--- src/rtl/cap_timer_pkg.sv ---
package cap_timer_pkg;
  localparam int PS_W = 3;

  typedef enum logic [1:0] {
    REG_CTRL   = 2'd0,
    REG_COUNT  = 2'd1,
    REG_LIMIT  = 2'd2,
    REG_CAPT   = 2'd3
  } reg_addr_e;

  typedef enum logic [1:0] {
    IRQ_ALL     = 2'd0,
    IRQ_CAPTURE = 2'd1,
    IRQ_WRAP    = 2'd2,
    IRQ_ALL_ALT = 2'd3
  } irq_src_e;

  // bit 0 is the enable, the 2-bit source field is the top of the byte
  typedef struct packed {
    irq_src_e        src;
    logic [PS_W-1:0] presc;
    logic            falling;
    logic            restart;
    logic            en;
  } ctrl_t;

  localparam int CTRL_W = $bits(ctrl_t);
endpackage

--- src/rtl/ct_rst_sync.sv ---
module ct_rst_sync (
  input  logic clk,
  input  logic rst_n_i,
  output logic rst_n_o
);
  logic [1:0] stage_q;

  always_ff @(posedge clk or negedge rst_n_i) begin
    if (!rst_n_i) stage_q <= 2'b00;
    else          stage_q <= {stage_q[0], 1'b1};
  end

  assign rst_n_o = stage_q[1];
endmodule

--- src/rtl/ct_prescaler.sv ---
module ct_prescaler #(
  parameter int PS_W = 3
) (
  input  logic            clk,
  input  logic            rst_n,
  input  logic            en,
  input  logic [PS_W-1:0] sel,
  output logic            tick
);
  localparam int DIV_W = (1 << PS_W) - 1;

  logic [DIV_W-1:0] pcnt_q, pcnt_d, mask;

  always_comb begin
    mask   = (DIV_W'(1) << sel) - DIV_W'(1);
    tick   = en && ((pcnt_q & mask) == mask);
    pcnt_d = en ? pcnt_q + DIV_W'(1) : '0;
  end

  always_ff @(posedge clk or negedge rst_n) begin
    if (!rst_n) pcnt_q <= '0;
    else        pcnt_q <= pcnt_d;
  end

  // above divide-by-one a tick is never followed by another
  a_r2_tick_spacing: assert property (@(posedge clk) disable iff (!rst_n)
    (tick && sel != '0 && $stable(sel)) |=> !tick);
endmodule

--- src/rtl/ct_edge_det.sv ---
module ct_edge_det #(
  parameter int SYNC = 2
) (
  input  logic clk,
  input  logic rst_n,
  input  logic din,
  input  logic falling,
  output logic hit
);
  logic [SYNC:0] sh_q, sh_d;
  logic          cur, prev;

  always_comb begin
    sh_d = {sh_q[SYNC-1:0], din};
    cur  = sh_q[SYNC-1];
    prev = sh_q[SYNC];
    hit  = falling ? (prev && !cur) : (cur && !prev);
  end

  always_ff @(posedge clk or negedge rst_n) begin
    if (!rst_n) sh_q <= '0;
    else        sh_q <= sh_d;
  end
endmodule

--- src/rtl/cap_timer.sv ---
module cap_timer
  import cap_timer_pkg::*;
#(
  parameter int CNT_W = 16,
  parameter int SYNC  = 2
) (
  input  logic             clk,
  input  logic             rst_n,
  input  logic             wr_en,
  input  logic [1:0]       addr,
  input  logic [CNT_W-1:0] wdata,
  output logic [CNT_W-1:0] rdata,
  input  logic             tmr_in,
  output logic             irq
);
  localparam logic [CNT_W-1:0] ONE = CNT_W'(1);

  logic             rst_s;
  ctrl_t            ctrl_q, ctrl_d;
  logic             status_q, status_d;
  logic [CNT_W-1:0] cnt_q, cnt_d, lim_q, lim_d, cap_q, cap_d;
  logic             irq_q, irq_d;
  logic             tick, hit, cap_evt, wrap_evt, cap_ok, wrap_ok;
  logic             irq_cap, irq_wrap;
  logic             wr_ctrl, wr_cnt, wr_lim, wr_cap;

  ct_rst_sync i_rst (.clk(clk), .rst_n_i(rst_n), .rst_n_o(rst_s));

  ct_prescaler #(.PS_W(PS_W)) i_presc (
    .clk(clk), .rst_n(rst_s), .en(ctrl_q.en), .sel(ctrl_q.presc), .tick(tick)
  );

  ct_edge_det #(.SYNC(SYNC)) i_edge (
    .clk(clk), .rst_n(rst_s), .din(tmr_in), .falling(ctrl_q.falling), .hit(hit)
  );

  always_comb begin
    wr_ctrl  = wr_en && (addr == REG_CTRL);
    wr_cnt   = wr_en && (addr == REG_COUNT);
    wr_lim   = wr_en && (addr == REG_LIMIT);
    wr_cap   = wr_en && (addr == REG_CAPT);

    cap_evt  = ctrl_q.en && hit;
    wrap_evt = tick && (cnt_q == lim_q);
    cap_ok   = (ctrl_q.src != IRQ_WRAP);
    wrap_ok  = (ctrl_q.src != IRQ_CAPTURE);
    irq_cap  = cap_evt && cap_ok;
    irq_wrap = wrap_evt && wrap_ok;
    irq_d    = irq_cap || irq_wrap;

    ctrl_d = wr_ctrl ? ctrl_t'(wdata[CTRL_W-1:0]) : ctrl_q;
    lim_d  = wr_lim ? wdata : lim_q;

    cnt_d = cnt_q;
    if (!ctrl_q.en) begin
      if (wr_cnt) cnt_d = wdata;
    end else if (cap_evt && ctrl_q.restart) begin
      cnt_d = ONE;
    end else if (wrap_evt) begin
      cnt_d = ONE;
    end else if (tick) begin
      cnt_d = cnt_q + ONE;
    end

    cap_d = cap_q;
    if (cap_evt)     cap_d = cnt_q;
    else if (wr_cap) cap_d = wdata;

    status_d = status_q;
    if (irq_cap)       status_d = 1'b1;
    else if (irq_wrap) status_d = 1'b0;
  end

  always_ff @(posedge clk or negedge rst_s) begin
    if (!rst_s) begin
      ctrl_q   <= '0;
      status_q <= 1'b0;
      cnt_q    <= '0;
      lim_q    <= '0;
      cap_q    <= '0;
      irq_q    <= 1'b0;
    end else begin
      ctrl_q   <= ctrl_d;
      status_q <= status_d;
      cnt_q    <= cnt_d;
      lim_q    <= lim_d;
      cap_q    <= cap_d;
      irq_q    <= irq_d;
    end
  end

  always_comb begin
    unique case (addr)
      REG_CTRL:  rdata = CNT_W'({status_q, ctrl_q});
      REG_COUNT: rdata = cnt_q;
      REG_LIMIT: rdata = lim_q;
      default:   rdata = cap_q;
    endcase
  end

  assign irq = irq_q;

  a_r5_capture_value: assert property (@(posedge clk) disable iff (!rst_s)
    cap_evt |=> cap_q == $past(cnt_q));

  a_r6_restart_to_one: assert property (@(posedge clk) disable iff (!rst_s)
    (cap_evt && ctrl_q.restart) |=> cnt_q == ONE);

  a_r7_capture_wins: assert property (@(posedge clk) disable iff (!rst_s)
    (cap_evt && wrap_evt && cap_ok) |=> (irq_q && status_q));

  a_r11_frozen_when_off: assert property (@(posedge clk) disable iff (!rst_s)
    (!ctrl_q.en && !wr_cnt) |=> $stable(cnt_q));

  a_r9_irq_needs_enable: assert property (@(posedge clk) disable iff (!rst_s)
    irq_q |-> $past(ctrl_q.en));
endmodule

--- config.mk ---
export PLATFORM = sky130hd
export DESIGN_NAME = cap_timer
export DESIGN_NICKNAME = d
export VERILOG_FILES = /design/src/rtl/cap_timer_pkg.sv /design/src/rtl/ct_rst_sync.sv /design/src/rtl/ct_prescaler.sv /design/src/rtl/ct_edge_det.sv /design/src/rtl/cap_timer.sv
export SDC_FILE = /design/constraint.sdc
export NUM_CORES = 1
export LEC_CHECK = 0
export ABC_CLOCK_PERIOD_IN_PS = 2800
export BUFFER_PORTS_ARGS = -buffer_cell sky130_fd_sc_hd__buf_2
export CORE_AREA = 2 2 84 86
export CTS_BUF_LIST = sky130_fd_sc_hd__clkbuf_4
export CTS_CLUSTER_SIZE = 14
export DETAILED_ROUTE_END_ITERATION = 7
export DIE_AREA = 0 0 86 88
export PLACE_DENSITY = 0.85
export SLEW_MARGIN = 15
export SYNTH_ARGS = -nofsm -noshare
export SYNTH_HDL_FRONTEND = slang
export SYNTH_HIERARCHICAL = 1
export SYNTH_SLANG_ARGS = --single-unit
--- constraint.sdc ---
create_clock -name clk -period 2.8 [get_ports clk]
set_input_delay 0.14 -clock clk [delete_from_list [all_inputs] [get_ports clk]]
set_output_delay 0.14 -clock clk [all_outputs]
set_load 0.05 [all_outputs]
==> flow_metrics.tcl, run 1 <==
set metrics [dict create \
    outcome "complete, no violations" \
    crit_chain "nand2_1, o21ai_0, nand4_1, a21oi_1, nand4b_1, a31o_2, a221o_1" \
    rsz0062_at_grt "false" \
    max_freq_mhz 411 \
    ioPinCount 39 \
    slowest_stage "nand4b_1" \
    synthArstFlopShare 1.00 \
    start_util 0.599 \
    drt_iter0_drc 205 \
    cts-resized-gates 0 \
    power_mw 3.60 \
    drt-total-wl_mm 9.38 \
    port_buffers 38 \
    drv_slew 0 \
    syn-num-nets 403 \
    synth_cell_types 57 \
    tightest_slew_ns 0.917 \
    p_leak_nw 2.07 \
    cts_root_buf "clkbuf_4" \
    h-tree-depth 3 \
    cts_tree "built" \
    synth.yosys.seq_area_share 0.440 \
    finalSetupViolCount 0 \
    crit_arrival_ns 2.76 \
    powerDensity_nw_per_um2 785 \
    globalRouteTotalUtil 0.265 \
    final_area_sq_um 4580 \
    pre_cts_ws_ns 0.429 \
    drc 0 \
    slowest_delay_ns 0.51 \
    antenna_found_initial 0 \
    critPathKind "reg2reg" \
    grt_pass1_wl_mm 15.3 \
    hold_viol_final 0 \
    die_y_um 88 \
    dr.pass1.iters 5 \
    skew_ns 0.0143 \
    critPathBufInv 0 \
    dp.cells 484 \
    relSlewSlack 0.386 \
    cp_top_family "compound AO/OA/AOI/OAI gates" \
    grt_pass1_vias 3140 \
    min_period_ns 2.44 \
    min_path_type "in2async" \
    syn_inst 379 \
    layout-drive-gt1-share 0.264 \
    cap_violations 0 \
    route.vias.total 3194 \
    fin_util 0.689 \
    reg2reg_slack_ns 0.36 \
    worst_r2r_path_depth 7 \
    nets 458 \
    synthTopCellsByArea "dfrtp_1, mux2_2, mux4_2, mux2i_1, o21ai_0" \
    die_x_um 86 \
    start_kind "flop" \
    synth.most_common_cell "dfrtp_1" \
    r2r_start "i_presc/pcnt_q[0]$_DFF_PN0_" \
    tns_ns 0 \
    clkTransAtPathRegs_ns 0.11 \
    ys_ff_latch 70 \
    instances_no_fill 519 \
    grt_overflow 0 \
    netlist.top_cell.by_area "dfrtp_1" \
    cts_max_path_buffers 2 \
    viasPerCell 6.15 \
    place_congestion 0.943 \
    die-area_sq_um 7570 \
    post-route-period-util 0.870 \
    final_antenna_net_count 0 \
    yosys_warnings 6 \
    num_rows 30 \
    antennaDiodeCount 0 \
    hpwl_mm 6.47 \
    place_area_sq_um 4230 \
    ys.flop_type "dfrtp_1" \
    area_growth_pct 15.1 \
    synth_top_area_frac 0.440 \
    finalHoldWorstSlack_ns 0.0119 \
    synth_common_cells "dfrtp_1, nand2_1, o21ai_0, mux2_2, mux2i_1" \
    cts_buffers 9 \
    holdBufCountCts 19 \
    cp.required_ns 3.12 \
    ir_drop_mv 0.365 \
    core_sq_um 6640 \
    synth_area_sq_um 3980 \
    wl_per_cell_um 18.1 \
    grt_max_degree 46 \
    cp_max_fo 11 \
    synth_edf_count 0 \
    crit_path_end_kind "flop" \
    setup_slack_ns 0.364 \
    syn_avg_cell_area_sq_um 10.5 \
    cts_setup_buffers 0 \
    cts.sinks 70 \
    rr_endpoint "cnt_q[7]$_DFFE_PN0P_" \
    clock_latency_ns 0.44 \
]
[layer usage]
| metal | vias up | share of wire | global-route usage |
|---|---|---|---|
| met5 | - | 0 | 0 |
| met3 | 9 | 0.053 | 0.0462 |
| met1 | 1578 | 0.44 | 0.364 |
| met2 | 108 | 0.49 | 0.425 |
| li1 | 1499 | - | - |
| met4 | 0 | 0.014 | 0.0996 |
[cell type report]
class                      count  area, sq um
fill                         512         2060
multi-input combinational    272         2060
sequential                    70         1750
timing repair buffer          69          470
tap                           80          100
clock inverter                 6         76.3
clock buffer                  10         75.1
inverter                      12         45.0
[worst reg2reg max path: cells and delay by family (launching register included)]
family | cells | cell delay (ns)
compound gates | 4 | 1.14
simple gates | 3 | 0.75
flops | 1 | 0.44
[registers in the layout (all words and copies together), names as in the netlist]
| signal | flops |
|---|---|
| cap_q | 16 |
| cnt_q | 16 |
| ctrl_q | 8 |
| i_edge/sh_q | 3 |
| i_presc/pcnt_q | 7 |
| i_rst/stage_q | 2 |
| irq | 1 |
| lim_q | 16 |
| status_q | 1 |
[how the worst max path moves through the flow]
stage | slack [ns] | end | from | cells after the start
4_1_cts | 0.39 | cnt_q[14]$_DFFE_PN0P_ | i_presc/pcnt_q[2]$_DFF_PN0_ | 7
6_report | 0.36 | cnt_q[7]$_DFFE_PN0P_ | i_presc/pcnt_q[0]$_DFF_PN0_ | 7
5_1_grt | 0.20 | cnt_q[7]$_DFFE_PN0P_ | i_presc/pcnt_q[0]$_DFF_PN0_ | 7
2_1_floorplan | 0.71 | cap_q[0]$_DFFE_PN0P_ | i_rst/stage_q[1]$_DFF_PN0_ | 0
3_3_place_gp | 0.51 | cnt_q[7]$_DFFE_PN0P_ | ctrl_q[4]$_DFFE_PN0P_ | 7
3_5_place_dp | 0.43 | cnt_q[14]$_DFFE_PN0P_ | ctrl_q[4]$_DFFE_PN0P_ | 8
[cells by family after synthesis]
family	after synthesis	synth area share
flops	70	0.440
compound gates	88	0.152
other cells	1	0.000942
xor+xnor	19	0.0475
mux	52	0.167
simple gates	110	0.141
buf+inv	37	0.0456
fa+ha+maj	2	0.00629
[report_power, final]
group / switching [mW] / total [mW] / internal [mW]
clock network: 0.357 / 0.719 / 0.362
logic: 0.755 / 1.30 / 0.547
registers: 0.325 / 1.58 / 1.25
total: 1.44 / 3.60 / 2.16
[cell usage in the layout, fill, tap and decap left out, types with 4 or more instances in the layout]
master | netlist | final
a21oi_1 | 9 | 9
a22o_1 | 12 | 12
a31o_2 | 5 | 5
and2_1 | 5 | 5
and3_1 | 4 | 4
buf_2 | 10 | 38
buf_4 | 0 | 12
clkbuf_4 | 0 | 10
clkinv_1 | 1 | 4
dfrtp_1 | 70 | 69
dlygate4sd3_1 | 0 | 19
inv_1 | 11 | 11
mux2_2 | 24 | 24
mux2i_1 | 19 | 19
mux4_2 | 9 | 9
nand2_1 | 45 | 45
nand3_1 | 13 | 13
nand4_1 | 7 | 7
nor2_1 | 8 | 8
nor3_1 | 5 | 5
o21ai_0 | 34 | 34
xnor2_1 | 11 | 11
xor2_1 | 5 | 5
(Power assumes the default switching activity.)
==> run 2: changes to the inputs <==
CORE_AREA = 2 2 100 73   (was 2 2 84 86)
DIE_AREA = 0 0 102 75   (was 0 0 86 88)
PLACE_DENSITY = 0.84   (was 0.85)
==> flow_metrics.tcl, run 2 (synthesis results as in run 1) <==
set metrics [dict create \
    h-tree-depth 3 \
    finalSetupViolCount 0 \
    fillCellCount 526 \
    num_rows 25 \
    multi_input_comb_area_sq_um 2060 \
    cp_max_fo 11 \
    skew_ns 0.00885 \
    crit_arrival_ns 2.88 \
    power_mw 3.74 \
    p_leak_nw 2.07 \
    tns_ns 0 \
    place_congestion 0.879 \
    viasPerCell 6.23 \
    ioPinCount 39 \
    grt_pass1_wl_mm 16.6 \
    cts_root_buf "clkbuf_4" \
    drt-total-wl_mm 9.96 \
    post-route-period-util 0.914 \
    die-area_sq_um 7650 \
    final_area_sq_um 4610 \
    hpwl_mm 6.87 \
    drt_iter0_drc 268 \
    pre_cts_ws_ns 0.352 \
    grt_pass1_vias 3311 \
    crit_path_end_kind "flop" \
    cts.sinks 70 \
    relSlewSlack 0.415 \
    grt_overflow 0 \
    core_sq_um 6630 \
    rsz0062_at_grt "false" \
    layout-drive-gt1-share 0.262 \
    grt_max_degree 40 \
    powerDensity_nw_per_um2 812 \
    die_y_um 75 \
    drv_slew 0 \
    antenna_found_initial 0 \
    max_freq_mhz 391 \
    reg_top3 "cap_q: 16 flops, cnt_q: 16 flops, lim_q: 16 flops" \
    start_util 0.600 \
    place_area_sq_um 4240 \
    final_antenna_net_count 0 \
    final_cell_mix "dfrtp_1, nand2_1, buf_2, o21ai_0, mux2_2" \
    drc 0 \
    route.vias.total 3298 \
    instances_no_fill 529 \
    cts_tree "built" \
    final_common_cell "dfrtp_1" \
    start_kind "flop" \
    die_x_um 102 \
    dr.pass1.iters 6 \
    area_growth_pct 15.7 \
    port_buffers 38 \
    min_path_type "in2reg" \
    cp.required_ns 3.12 \
    critPathKind "reg2reg" \
    clkTransAtPathRegs_ns 0.11 \
    outcome "complete, no violations" \
    cap_violations 0 \
    fin_util 0.695 \
    finalHoldWorstSlack_ns 0.0213 \
    dp.cells 495 \
    setup_slack_ns 0.242 \
    tightest_slew_ns 0.874 \
    cts_max_path_buffers 2 \
    nets 454 \
    wl_per_cell_um 18.8 \
    seq_area_sq_um 1750 \
    ir_drop_mv 0.549 \
    hold_viol_final 0 \
    globalRouteTotalUtil 0.286 \
    antennaDiodeCount 0 \
    min_period_ns 2.56 \
    cts-resized-gates 0 \
    cts_buffers 9 \
    clock_latency_ns 0.42 \
]
==> run 2: cell count changes in the layout (fill, tap and decap cells not counted), sizes merged <==
cell | before | now
buf | 50 | 47
bufinv | 2 | 3
clkbuf | 10 | 11
clkinv | 5 | 3
dlygate4sd3 | 19 | 18
==> run 2: worst max-delay path, cell delays in order (launching register included) <==
cell	delay, ns
dfrtp_1	0.50
xnor2_1	0.36
nand3_1	0.15
nor3_1	0.26
nand4b_1	0.51
a31o_2	0.39
a221o_1	0.29
==> run 2: repair_timing <==
item,4_1_cts,5_1_grt
buffers inserted,0,0
hold endpoints to repair,22,0
hold buffers,18,0
==> run 2: worst paths after layout <==
path                            slack, ns               endpoint  depth (start not counted)                       start
worst max-delay path                 0.24   cnt_q[7]$_DFFE_PN0P_                          6       cnt_q[11]$_DFFE_PN0P_
worst min-delay path                 0.02  lim_q[13]$_DFFE_PN0P_                          3                   wdata[13]
worst max register to register       0.24   cnt_q[7]$_DFFE_PN0P_                          6       cnt_q[11]$_DFFE_PN0P_
worst min register to register       0.32   cap_q[1]$_DFFE_PN0P_                          0  i_rst/stage_q[1]$_DFF_PN0_
max in group asynchronous            1.85   cap_q[9]$_DFFE_PN0P_                          1  i_rst/stage_q[1]$_DFF_PN0_
min in group asynchronous            0.32   cap_q[1]$_DFFE_PN0P_                          0  i_rst/stage_q[1]$_DFF_PN0_
==> run 2: report_power, final <==
| part | internal [mW] | switching (mW) |
|---|---|---|
| clock network | 0.467 | 0.361 |
| registers | 1.25 | 0.361 |
| logic | 0.538 | 0.762 |
| total | 2.25 | 1.48 |
==> run 2: metal layers <==
layer | track usage | up-vias | part of all wire | wire, um
li1 | - | 1491 | - | -
met1 | 0.406 | 1619 | 0.45 | 4480
met2 | 0.439 | 165 | 0.45 | 4440
met3 | 0.0799 | 23 | 0.091 | 902
met4 | 0.0785 | 0 | 0.014 | 135
met5 | 0 | - | 0 | 0
==> run 2: layout make-up <==
type,instances,share of cell area
Clock inverter,5,0.0212
Tap cell,94,0.0255
Multi-Input combinational cell,272,0.447
Inverter,12,0.00978
Timing Repair Buffer,65,0.0978
Clock buffer,11,0.0179
Sequential cell,70,0.380
==> run 3: changes to the inputs <==
ABC_AREA = 1   (was unset)
CORE_AREA = 2 2 102 74   (was 2 2 100 73)
CTS_BUF_LIST = unset   (was sky130_fd_sc_hd__clkbuf_4)
DIE_AREA = 0 0 104 76   (was 0 0 102 75)
PLACE_DENSITY = 0.82   (was 0.84)
==> flow_metrics.tcl, run 3 <==
set metrics [dict create \
    start_util 0.567 \
    die_x_um 104 \
    cp-endpoint "cnt_q[9]$_DFFE_PN0P_" \
    antennaDiodeCount 0 \
    synth.most_common_cell "nand2_1" \
    nets 592 \
    route.vias.total 3863 \
    worstHoldStart "wdata[15]" \
    final_cell_mix "nand2_1, inv_1, dfrtp_1, a21oi_1, nor2_1" \
    p_sw_frac 0.448 \
    seq_area_sq_um 1750 \
    cp.required_ns 3.03 \
    synth_top_family_by_area "simple AND/OR/NAND/NOR gates" \
    yosys_warnings 6 \
    critPathKind "reg2reg" \
    wl_met3_mm 1.19 \
    cts_tree "built" \
    synth_common_cells "nand2_1, dfrtp_1, inv_1, a21oi_1, nor2_1" \
    num_rows 26 \
    syn_avg_cell_area_sq_um 7.54 \
    viasPerCell 5.77 \
    hpwl_mm 7.60 \
    final_common_cell "nand2_1" \
    crit_arrival_ns 2.44 \
    synth_cell_types 37 \
    finalSetupViolCount 0 \
    cts_max_path_buffers 2 \
    port_buffers 38 \
    globalRouteTotalUtil 0.283 \
    place_congestion 0.947 \
    grt_max_degree 36 \
    layout-drive-gt1-share 0.147 \
    syn-num-nets 552 \
    max_freq_mhz 452 \
    synth_top_area_frac 0.440 \
    ir_drop_mv 0.294 \
    syn_inst 528 \
    die-area_sq_um 7900 \
    reg_top3 "cap_q: 16 flops, cnt_q: 16 flops, lim_q: 16 flops" \
    grt_pass1_vias 3630 \
    area_growth_pct 11.9 \
    min_path_type "in2reg" \
    reg2reg_slack_ns 0.59 \
    p_leak_nw 2.16 \
    worst_r2r_path_depth 8 \
    cp_max_fo 18 \
    relSlewSlack 0.493 \
    synthArstFlopShare 1.00 \
    powerDensity_nw_per_um2 847 \
    ys.flop_type "dfrtp_1" \
    clkTransAtPathRegs_ns 0.08 \
    netlist.top_cell.by_area "dfrtp_1" \
    tns_ns 0 \
    final_antenna_net_count 0 \
    cts_root_buf "clkbuf_8" \
    drc 0 \
    rr_endpoint "cnt_q[9]$_DFFE_PN0P_" \
    r2r_start "ctrl_q[0]$_DFFE_PN0P_" \
    synthAdderAreaFrac 0.00629 \
    synth_area_sq_um 3980 \
    wl_per_cell_um 15.8 \
    dr.pass1.iters 6 \
    h-tree-depth 3 \
    p_switching_mw 1.69 \
    startpoint "ctrl_q[0]$_DFFE_PN0P_" \
    cts_setup_buffers 0 \
    cts.sinks 70 \
    wl_met2_mm 4.45 \
    drt-total-wl_mm 10.5 \
    multi_input_comb_area_sq_um 1870 \
    wl_met1_mm 4.71 \
    tightest_slew_ns 0.760 \
    fillCellCount 606 \
    p_int_mw 2.08 \
    power_frac_seq 0.411 \
    grt_overflow 0 \
    synth_compound_area_frac 0.199 \
    ys_ff_latch 70 \
    core_sq_um 7030 \
    rsz0062_at_grt "false" \
    outcome "complete, no violations" \
    yosys.area_share.xor_xnor 0.0220 \
    antenna_found_initial 0 \
    start_kind "flop" \
    skew_ns 0.0107 \
    synth_mux_area_frac 0.0113 \
    synth_simple_gate_area_frac 0.230 \
    ioPinCount 39 \
    finalHoldWorstSlack_ns 0.0651 \
    min_period_ns 2.21 \
    power_frac_clock 0.194 \
    crit_path_end_kind "flop" \
    cap_violations 0 \
    synthTopCellsByArea "dfrtp_1, nand2_1, inv_1, a21oi_1, o21ai_0" \
    synth.yosys.seq_area_share 0.440 \
    hold_viol_final 0 \
    drv_slew 0 \
    top_layer "met4" \
    post-route-period-util 0.790 \
    grt_pass1_wl_mm 17.9 \
    cts_buffers 9 \
    synth_edf_count 0 \
    die_y_um 76 \
    drt_iter0_drc 452 \
    clock_latency_ns 0.35 \
    pwr-share-comb 0.396 \
]
-- run 3: changes by cell type after synthesis, sizes merged, moves of 16 or more --
cell	delta
inv	+62
nor2	+43
mux2	-20
a21oi	+42
mux2i	-19
nand3	+16
nand2	+84
-- run 3: worst min-delay path by stage --
| stage | endpoint | slack (ns) | cells past startpoint |
|---|---|---|---|
| floorplan | i_rst/stage_q[0]$_DFF_PN0_ | -0.16 | 0 |
| global placement | i_rst/stage_q[0]$_DFF_PN0_ | -0.07 | 1 |
| detailed placement | i_rst/stage_q[0]$_DFF_PN0_ | -0.07 | 1 |
| CTS | lim_q[15]$_DFFE_PN0P_ | 0.06 | 2 |
| global route | lim_q[15]$_DFFE_PN0P_ | 0.06 | 2 |
| finish | lim_q[15]$_DFFE_PN0P_ | 0.07 | 2 |
-- run 3: repair_timing --
item                                   in CTS  in global routing
resized for setup                           0                  0
hold buffers                                2                  0
endpoints found under the hold margin       3                  0
-- run 3: metal layers --
| layer | global-route usage | vias to the layer above |
|---|---|---|
| met5 | 0 | - |
| met4 | 0.0770 | 0 |
| met3 | 0.0838 | 29 |
| met2 | 0.390 | 232 |
| met1 | 0.433 | 1794 |
| li1 | - | 1808 |
-- run 3: worst max-delay path, cell delays in order, from the launching register on --
cell and delay (ns):
dfrtp_1 0.55, inv_2 0.26, a21oi_4 0.17, buf_4 0.24, nand2_1 0.10, nand2_2 0.33
inv_2 0.23, nor2_1 0.15, a21oi_1 0.06
-- run 3: metrics by stage --
step | area, sq um | util | power (mW) | instances | setup slack, ns
after floorplan | 3980 | - | 2.61 | 528 | 0.706
after global routing | 4450 | 0.634 | 4.03 | 669 | 0.430
after detailed placement | 4270 | 0.608 | 3.01 | 653 | 0.678
after CTS | 4450 | 0.634 | 3.74 | 669 | 0.669
after global placement | 4270 | 0.608 | 2.97 | 653 | 0.710
final | 4450 | 0.634 | 3.77 | 669 | 0.587
-- run 3: logic make-up after synthesis --
logic type / after synthesis
other: 1
AO/OA/AOI/OAI: 135
flip-flops: 70
buffers and inverters: 90
AND/OR/NAND/NOR: 216
XOR/XNOR: 10
adder cells (fa/ha/maj): 2
multiplexers: 4
-- run 3: power by group through the flow --
stage / clock network, mW / logic, mW / registers, mW
final: 0.731 / 1.49 / 1.55
after global routing: 0.789 / 1.66 / 1.58
after CTS: 0.738 / 1.47 / 1.54
after detailed placement: 0 / 1.46 / 1.56
after global placement: 0 / 1.42 / 1.54
after floorplan: 0 / 1.13 / 1.48
-- run 3: area by class of cell --
type                            instances  share of cell area
Tap cell                               98              0.0275
Multi-Input combinational cell        368               0.420
Timing Repair Buffer                   46              0.0601
Sequential cell                        70               0.394
Inverter                               73              0.0615
Clock buffer                           12              0.0348
Clock inverter                          2             0.00225
